`config.mk`:
```
export PLATFORM = sky130hd
export DESIGN_NAME = line_refill_ctrl
export DESIGN_NICKNAME = d
export VERILOG_FILES = /design/src/rtl/refill_pkg.sv /design/src/rtl/refill_seq.sv /design/src/rtl/refill_linebuf.sv /design/src/rtl/refill_fwd.sv /design/src/rtl/line_refill_ctrl.sv
export SDC_FILE = /design/constraint.sdc
export NUM_CORES = 1
export LEC_CHECK = 0
export ABC_AREA = 1
export CORE_ASPECT_RATIO = 1.4
export CORE_MARGIN = 8
export CORE_UTILIZATION = 30
export DETAILED_ROUTE_END_ITERATION = 7
export DONT_BUFFER_PORTS = 1
export GPL_ROUTABILITY_DRIVEN = 1
export PLACE_DENSITY_LB_ADDON = 0.05
export SYNTH_ARGS = -nofsm -noshare
export SYNTH_HDL_FRONTEND = slang
export SYNTH_SLANG_ARGS = --single-unit
export TNS_END_PERCENT = 100
```
`constraint.sdc`:
```
create_clock -name clk -period 7.2 [get_ports clk]
set_input_delay 1.44 -clock clk [delete_from_list [all_inputs] [get_ports clk]]
set_output_delay 1.44 -clock clk [all_outputs]
set_load 0.03 [all_outputs]
```
`src/rtl/refill_pkg.sv`:
```
package refill_pkg;
  typedef enum logic {
    ORDER_ASCENDING = 1'b0,
    ORDER_WRAPPED   = 1'b1
  } fetch_order_e;
endpackage

```
`src/rtl/refill_seq.sv`:
```
module refill_seq #(
  parameter int WORDS = 8,
  localparam int OW = $clog2(WORDS),
  localparam int CW = $clog2(WORDS + 1)
) (
  input  logic                     clk,
  input  logic                     rst,
  input  logic                     start,
  input  logic [OW-1:0]            base_off,
  input  refill_pkg::fetch_order_e order,
  input  logic                     advance,
  output logic [CW-1:0]            beat,
  output logic [OW-1:0]            word_idx,
  output logic                     done
);
  logic [CW-1:0] beat_q;
  logic [OW-1:0] beat_low;

  always_ff @(posedge clk) begin
    if (rst) beat_q <= '0;
    else if (start) beat_q <= '0;
    else if (advance && !done) beat_q <= beat_q + CW'(1);
  end

  assign beat     = beat_q;
  assign done     = (beat_q == CW'(WORDS));
  assign beat_low = beat_q[OW-1:0];

  logic [OW-1:0] wrap_idx;
  generate
    if ((WORDS & (WORDS - 1)) == 0) begin : g_pow2
      assign wrap_idx = base_off + beat_low;
    end else begin : g_mod
      logic [OW:0] sum_w;
      assign sum_w    = {1'b0, base_off} + {1'b0, beat_low};
      assign wrap_idx = (sum_w >= (OW+1)'(WORDS)) ? OW'(sum_w - (OW+1)'(WORDS)) : sum_w[OW-1:0];
    end
  endgenerate

  assign word_idx = (order == refill_pkg::ORDER_WRAPPED) ? wrap_idx : beat_low;

  AST_NO_OVERRUN: assert property (@(posedge clk) disable iff (rst)
    done |-> !(advance && !start) || $stable(beat_q));
endmodule

```
`src/rtl/refill_linebuf.sv`:
```
module refill_linebuf #(
  parameter int WORDS = 8,
  parameter int DW    = 32,
  localparam int OW   = $clog2(WORDS)
) (
  input  logic                clk,
  input  logic                wr_en,
  input  logic [OW-1:0]       wr_idx,
  input  logic [DW-1:0]       wr_data,
  output logic [WORDS*DW-1:0] line_out
);
  generate
    for (genvar i = 0; i < WORDS; i++) begin : g_word
      logic [DW-1:0] slot_q;
      always_ff @(posedge clk) begin
        if (wr_en && (wr_idx == OW'(i))) slot_q <= wr_data;
      end
      assign line_out[i*DW +: DW] = slot_q;
    end
  endgenerate
endmodule

```
`src/rtl/refill_fwd.sv`:
```
module refill_fwd #(
  parameter int WORDS = 8,
  parameter int DW    = 32,
  localparam int OW   = $clog2(WORDS)
) (
  input  logic          clk,
  input  logic          rst,
  input  logic          clear,
  input  logic          rsp_fire,
  input  logic [OW-1:0] rsp_idx,
  input  logic [OW-1:0] want_idx,
  input  logic [DW-1:0] rsp_data,
  output logic          cpu_valid,
  output logic [DW-1:0] cpu_data,
  output logic          fwd_done
);
  logic seen_q;
  logic hit;

  assign hit = rsp_fire && (rsp_idx == want_idx);

  always_ff @(posedge clk) begin
    if (rst) begin
      cpu_valid <= 1'b0;
      cpu_data  <= '0;
    end else begin
      cpu_valid <= hit;
      if (hit) cpu_data <= rsp_data;
    end
  end

  always_ff @(posedge clk) begin
    if (rst || clear) seen_q <= 1'b0;
    else if (cpu_valid) seen_q <= 1'b1;
  end

  assign fwd_done = seen_q;

  AST_SINGLE_RETURN: assert property (@(posedge clk) disable iff (rst)
    cpu_valid |-> !seen_q);
endmodule

```
`src/rtl/line_refill_ctrl.sv`:
```
module line_refill_ctrl #(
  parameter int WORDS = 8,
  parameter int DW    = 32,
  parameter int AW    = 20,
  localparam int OW   = $clog2(WORDS),
  localparam int CW   = $clog2(WORDS + 1)
) (
  input  logic                clk,
  input  logic                rst,
  input  logic                miss_valid,
  input  logic [AW-1:0]       miss_line,
  input  logic [OW-1:0]       miss_offset,
  input  logic                miss_wrap,
  output logic                busy,
  output logic                mem_req_valid,
  input  logic                mem_req_ready,
  output logic [AW+OW-1:0]    mem_req_addr,
  input  logic                mem_rsp_valid,
  output logic                mem_rsp_ready,
  input  logic [DW-1:0]       mem_rsp_data,
  output logic                cpu_valid,
  output logic [DW-1:0]       cpu_data,
  output logic                fill_valid,
  output logic [AW-1:0]       fill_line_addr,
  output logic [WORDS*DW-1:0] fill_data
);
  import refill_pkg::*;

  logic          busy_q;
  logic [AW-1:0] line_q;
  logic [OW-1:0] off_q;
  fetch_order_e  order_q;
  logic          fill_q;

  logic          accept, req_fire, rsp_fire, last_rsp;
  logic [CW-1:0] req_beat, rsp_beat;
  logic [OW-1:0] req_idx, rsp_idx;
  logic          req_done, rsp_done;
  logic          fwd_done;

  assign accept   = miss_valid && !busy_q;
  assign req_fire = mem_req_valid && mem_req_ready;
  assign rsp_fire = mem_rsp_valid && mem_rsp_ready;
  assign last_rsp = rsp_fire && (rsp_beat == CW'(WORDS - 1));

  always_ff @(posedge clk) begin
    if (rst) begin
      busy_q  <= 1'b0;
      line_q  <= '0;
      off_q   <= '0;
      order_q <= ORDER_ASCENDING;
      fill_q  <= 1'b0;
    end else begin
      fill_q <= last_rsp;
      if (accept) begin
        busy_q  <= 1'b1;
        line_q  <= miss_line;
        off_q   <= miss_offset;
        order_q <= fetch_order_e'(miss_wrap);
      end else if (last_rsp) begin
        busy_q <= 1'b0;
      end
    end
  end

  refill_seq #(.WORDS(WORDS)) u_req_seq (
    .clk(clk), .rst(rst), .start(accept), .base_off(off_q), .order(order_q),
    .advance(req_fire), .beat(req_beat), .word_idx(req_idx), .done(req_done)
  );

  refill_seq #(.WORDS(WORDS)) u_rsp_seq (
    .clk(clk), .rst(rst), .start(accept), .base_off(off_q), .order(order_q),
    .advance(rsp_fire), .beat(rsp_beat), .word_idx(rsp_idx), .done(rsp_done)
  );

  refill_linebuf #(.WORDS(WORDS), .DW(DW)) u_linebuf (
    .clk(clk), .wr_en(rsp_fire), .wr_idx(rsp_idx), .wr_data(mem_rsp_data),
    .line_out(fill_data)
  );

  refill_fwd #(.WORDS(WORDS), .DW(DW)) u_fwd (
    .clk(clk), .rst(rst), .clear(accept), .rsp_fire(rsp_fire), .rsp_idx(rsp_idx),
    .want_idx(off_q), .rsp_data(mem_rsp_data), .cpu_valid(cpu_valid),
    .cpu_data(cpu_data), .fwd_done(fwd_done)
  );

  assign busy           = busy_q;
  assign mem_req_valid  = busy_q && !req_done;
  assign mem_req_addr   = {line_q, req_idx};
  assign mem_rsp_ready  = busy_q && !rsp_done && (rsp_beat < req_beat);
  assign fill_valid     = fill_q;
  assign fill_line_addr = line_q;

  AST_REQ_HOLD: assert property (@(posedge clk) disable iff (rst)
    mem_req_valid && !mem_req_ready |=> mem_req_valid && $stable(mem_req_addr));
  AST_BUSY_MISS_IGNORED: assert property (@(posedge clk) disable iff (rst)
    busy && miss_valid |=> $stable(line_q) && $stable(off_q));
  AST_WRAP_LEADS_WITH_MISS: assert property (@(posedge clk) disable iff (rst)
    mem_req_valid && order_q == ORDER_WRAPPED && req_beat == '0
    |-> mem_req_addr[OW-1:0] == off_q);
  AST_RETURN_BEFORE_FILL: assert property (@(posedge clk) disable iff (rst)
    fill_valid |-> (fwd_done || cpu_valid));
  AST_IDLE_AT_FILL: assert property (@(posedge clk) disable iff (rst)
    fill_valid |-> !busy);
  AST_FILL_PULSE: assert property (@(posedge clk) disable iff (rst)
    fill_valid |=> !fill_valid);
endmodule

```
### Word-level counts from Yosys, hierarchy flattened

Index checks and enable logic that the tools add are counted.

* add/sub/neg operators: 4
* $lt $le $gt $ge: 1
* equal/unequal tests: 11
* mux-type cells: 4
* reductions and logical operators: 24

Operators by type and width (count)
* $logic_and 1x1->1: 18
* $eq 3x3->1 const B: 4
* $add 4x1->4 const B: 2
* $eq 4x4->1 const B: 2
* $add 3x3->3: 2
* $eq 3x2->1 const B: 2
* $mux 3: 2
* $eq 4x3->1 const B: 1
* $lt 4x4->1: 1
* $eq 3x1->1 const B: 1
* $eq 3x3->1: 1
* $logic_not 1->1: 3
* $logic_not 3->1: 1
* $mux 1: 2
* $reduce_bool 2->1: 1
* $reduce_or 2->1: 1

* register bits: 323
* input port bits: 61
* output and inout bits: 336
* word-level logic and storage cells: 61

### Longest topological paths before layout

* word-level depth: 8
* gate-level depth with buffers: 15
* depth with buffers taken out: 13

### Hierarchy

Synthesis repeated with hierarchy kept, for this count alone.

* cells, all modules: 758
* area, all modules: 11188.2 µm²

By module, submodules not included
* refill_linebuf: instances 1, cells each 273, area each 7751.2 µm², seq. area each 7687.4 µm²
* refill_fwd: instances 1, cells each 235, area each 1545.2 µm², seq. area each 680.7 µm²
* line_refill_ctrl: instances 1, cells each 160, area each 1286.2 µm², seq. area each 520.5 µm²
* refill_seq: instances 2, cells each 45, area each 302.8 µm², seq. area each 80.1 µm²

### Least setup slack after synthesis

Ideal clock, no wire load.

* path kind: input -> register
* from: input mem_rsp_valid
* to: register u_linebuf.g_word[0].slot_q[0], enable pin
* setup time: 0.421 ns
* data arrival time: 3.148 ns
* required time: 6.779 ns
* setup slack: 3.631 ns
* stages: 4
* buffers on the path: 0
* cells stage by stage: nand3_4 -> inv_1 -> nand3_1 -> nor2_1

* cells in the longest elaborated chain, start to end: 2

RTL lines
* start: declaration: RTL line line_refill_ctrl.sv:18 `input logic mem_rsp_valid,`
* $logic_and 1x1->1: RTL line line_refill_ctrl.sv:43 `assign rsp_fire = mem_rsp_valid && mem_rsp_ready;`
* $logic_and 1x1->1: RTL line refill_linebuf.sv:16 `if (wr_en && (wr_idx == OW'(i))) slot_q <= wr_data;`
* end signal: assignment: RTL line refill_linebuf.sv:16
* end: declaration: RTL line refill_linebuf.sv:14 `logic [DW-1:0] slot_q;`

Every way passes these cells.
A chain may end at the register's enable or synchronous reset.

### Final worst setup path

* from: register off_q[0]
* to: output mem_req_addr[2]

* cells in the longest elaborated chain, start to end: 2

RTL lines
* start: declaration: RTL line line_refill_ctrl.sv:31 `logic [OW-1:0] off_q;`
* start signal: assignment: RTL line line_refill_ctrl.sv:58 `off_q <= miss_offset;`
* $add 3x3->3: RTL line refill_seq.sv:32 `assign wrap_idx = base_off + beat_low;`
* $mux 3: RTL line refill_seq.sv:40 `assign word_idx = (order == refill_pkg::ORDER_WRAPPED) ? wrap_idx : beat_low;`
* end: declaration: RTL line line_refill_ctrl.sv:17 `output logic [AW+OW-1:0] mem_req_addr,`

Every way passes these cells.

==> key figures <==
Clock network
  – Inserted Clock Buffers: 35
  – Post-CTS Hold Buffers: 0
  – Clk Latency, worst-skew pair: 520 ps
  – CTS resizes: 0
  – CTS H-Tree Depth: 2
  – CTS Sinks: 323
  – CTS tree: done
  – Root Buffer: clkbuf_16
  – CTS clk-pin slew, worst paths: 60 ps
  – Setup repair bufs after CTS: 0
  – CTS Buffer Depth: 3

Floorplan
  – IO Count: 397
  – Initial core utilization: 0.305
  – Core area: 36700 um2
  – # rows: 83
  – Die area: 43700 um2
  – Width of the die: 179 um
  – Die Ht: 244 um

Pwr
  – Clk pwr share: 0.453
  – Seq pwr share: 0.525
  – Leak: 4.31 nW
  – Total power per unit cell area: 314 nW/um2
  – Switch Pwr: 842 uW
  – Internal: 3.15 mW
  – Combinational share of power: 0.022
  – Peak VDD IR: 0.231 mV
  – Switch share: 0.211

Global routing
  – Global-route wire length before repair: 44.0 mm
  – Total GRT Usage: 0.139
  – Initial antenna violation count: 0
  – Number of global-route vias before repair: 5742
  – Largest net degree at the start of global routing: 66
  – Aggregate global routing overflow: 0

STA
  – Final Skew: 17.5 ps
  – Slew @ Worst Pin: 1210 ps
  – Final Max Tran Viols: 0
  – Endpoints failing hold: 0
  – Relative slew slack: 0.192
  – Setup TNS: 0 ps
  – Crit path time final: 3710 ps
  – Final worst-path cycle share: 0.515
  – Setup repair after global routing missed its margin: no
  – Peak Freq: 0.270 GHz
  – Worst hold slack: 512 ps
  – Setup violators final: 0

Detailed routing
  – Final WL: 31.9 mm
  – Via/cell ratio: 4.58
  – Via count: 5592
  – # DRC: 0
  – Initial drt markers: 439
  – Drt first pass iters: 4
  – Wire per inst: 26.1 um
  – Antenna viol nets, final: 0

Final layout
  – Nets: 802
  – Finished Core Util: 0.346
  – Ant diodes: 0
  – Synthesis-to-finish area growth: 13.6%
  – Fraction of layout cells with a size suffix above 1: 0.139
  – Number of fill cells: 3526

Worst hold path
  – Min-Delay Path Depth: 2
  – Hold Crit Class: reg2reg

Placement
  – Port Buffers: 0
  – Dpl hpwl: 21.9 mm
  – Placer congestion estimate: 0.768

Synthesis
  – Post-synth EDFFs: 256
  – Syn_nets: 803
  – Synth area leader: edfxtp_1
  – Primary FF master, synth: edfxtp_1
  – Cells after synthesis: 731
  – Area of the mapped netlist: 11200 um2
  – Sequential cell area fraction in the yosys report: 0.809
  – Synth area leaders: edfxtp_1 69%, dfxtp_1 12%, nor2_1 2.9%
  – Post-Syn Area per Cell: 15.3 um2
  – Async SR Flop Fraction: 0
  – Synth Register Bits: 323
  – Yosys warnings: 0
  – Unique masters post-synth: 29
  – Yosys top cell area share: 0.688

Setup path
  – Startpoint types: flop
  – Crit path required time: 5760 ps
  – Worst EP arrival: 2270 ps
  – Worst setup EP type: primary output
  – Max FO, Critical Path: 4
  – Critical path type: reg2out
  – Worst r2r path cells: 8

Run status
  – Status: finished, final reports clean

Run
  – Max-cap violations: 0
-- layout make-up --
| class | count | area (um2) | area share |
|---|---|---|---|
| clock buffer | 47 | 1010 | 0.0799 |
| clock inverter | 15 | 159 | 0.0125 |
| inverter | 60 | 228 | 0.0179 |
| multi-input combinational | 302 | 1620 | 0.127 |
| sequential | 323 | 9030 | 0.712 |
| tap | 467 | 584 | 0.0461 |
| timing repair buffer | 8 | 60.1 | 0.00473 |
-- cell families (layout without fill, tap and decap cells) --
kind of cell             after synthesis  in the layout  synth area share
AND/OR/NAND/NOR                      212            212            0.0825
buffers and inverters                106            130            0.0528
flip-flops                           323            323             0.809
adder cells (fa/ha/maj)               11             11            0.0137
AO/OA/AOI/OAI                         77             77            0.0409
XOR/XNOR                               2              2           0.00157
-- sequential cells by signal, summed over array words and instances (netlist names) --
name,flops
busy,1
fill_line_addr,20
fill_valid,1
off_q,3
order_q,1
u_fwd.cpu_data,32
u_fwd.cpu_valid,1
u_linebuf.g_word.slot_q,256
u_req_seq.beat,4
u_rsp_seq.beat,4
-- cell usage in the layout (no fill, tap or decap) --
| cell | n |
|---|---|
| nor2_2 | 1 |
| clkbuf_8 | 5 |
| bufinv_16 | 3 |
| clkbuf_1 | 5 |
| clkinv_2 | 4 |
| fa_1 | 2 |
| nand3_1 | 40 |
| a21oi_2 | 19 |
| clkinv_4 | 3 |
| dfxtp_1 | 67 |
| and2_1 | 1 |
| o21ai_0 | 32 |
| ha_1 | 9 |
| nand2_1 | 68 |
| buf_4 | 8 |
| edfxtp_1 | 256 |
| nor3_1 | 2 |
| xor2_1 | 2 |
| a21oi_1 | 26 |
| nor2_4 | 10 |
| nand2_2 | 3 |
| nand3_4 | 1 |
| clkinv_1 | 4 |
| inv_2 | 5 |
| nor3b_1 | 1 |
| clkbuf_16 | 37 |
| inv_4 | 1 |
| inv_1 | 54 |
| nand4_1 | 2 |
| nor2_1 | 79 |
| nand2_4 | 4 |
| clkinvlp_4 | 1 |
-- cell usage after synthesis (all sizes together), types with 2 or more instances --
master	instances
edfxtp	256
nor2	90
nand2	75
dfxtp	67
inv	60
a21oi	45
nand3	41
buf	37
o21ai	32
clkbuf	9
ha	9
fa	2
nand4	2
nor3	2
xor2	2
-- path summary, 6_finish.rpt --
check	from	end	slack [ps]
worst max-delay path	off_q[0]	mem_req_addr[2]	3490
worst min-delay path	u_req_seq.beat[2]	u_req_seq.beat[3]	510
worst max register to register	u_rsp_seq.beat[0]	u_linebuf.g_word[0].slot_q[27]	4040
worst min register to register	u_req_seq.beat[2]	u_req_seq.beat[3]	510
-- stage by stage --
step	worst slack (ps)	area (um2)	total power, mW	instances
after floorplan	3630	11200	2.22	731
after global placement	3670	11500	2.22	1160
after detailed placement	3640	11500	2.22	1160
after CTS	3460	12700	4.05	1222
after global routing	3380	12700	4.13	1222
final	3490	12700	3.99	1222
-- power groups by stage --
stage	logic, mW	registers, mW	clock network (mW)
finish	0.0884	2.09	1.81
floorplan	0.110	2.11	0
global route	0.101	2.10	1.93
detailed placement	0.0899	2.13	0
CTS	0.0901	2.09	1.86
global placement	0.0881	2.13	0
-- routing by layer --
layer  part of all wire  track usage  wire [um]  vias up
met2               0.53        0.249      16800      269
met5                  0            0          0        -
met1               0.35        0.139      11100     2753
met3               0.10       0.0608       3190       50
li1                   -            -          -     2520
met4              0.024       0.0505        773        0
-- critical path: stages (launching register included) --
cell	delay, ps
dfxtp_1	340
ha_1	220
fa_1	380
a21oi_1	140
o21ai_0	110
xor2_1	580
(Power assumes the default switching activity.)
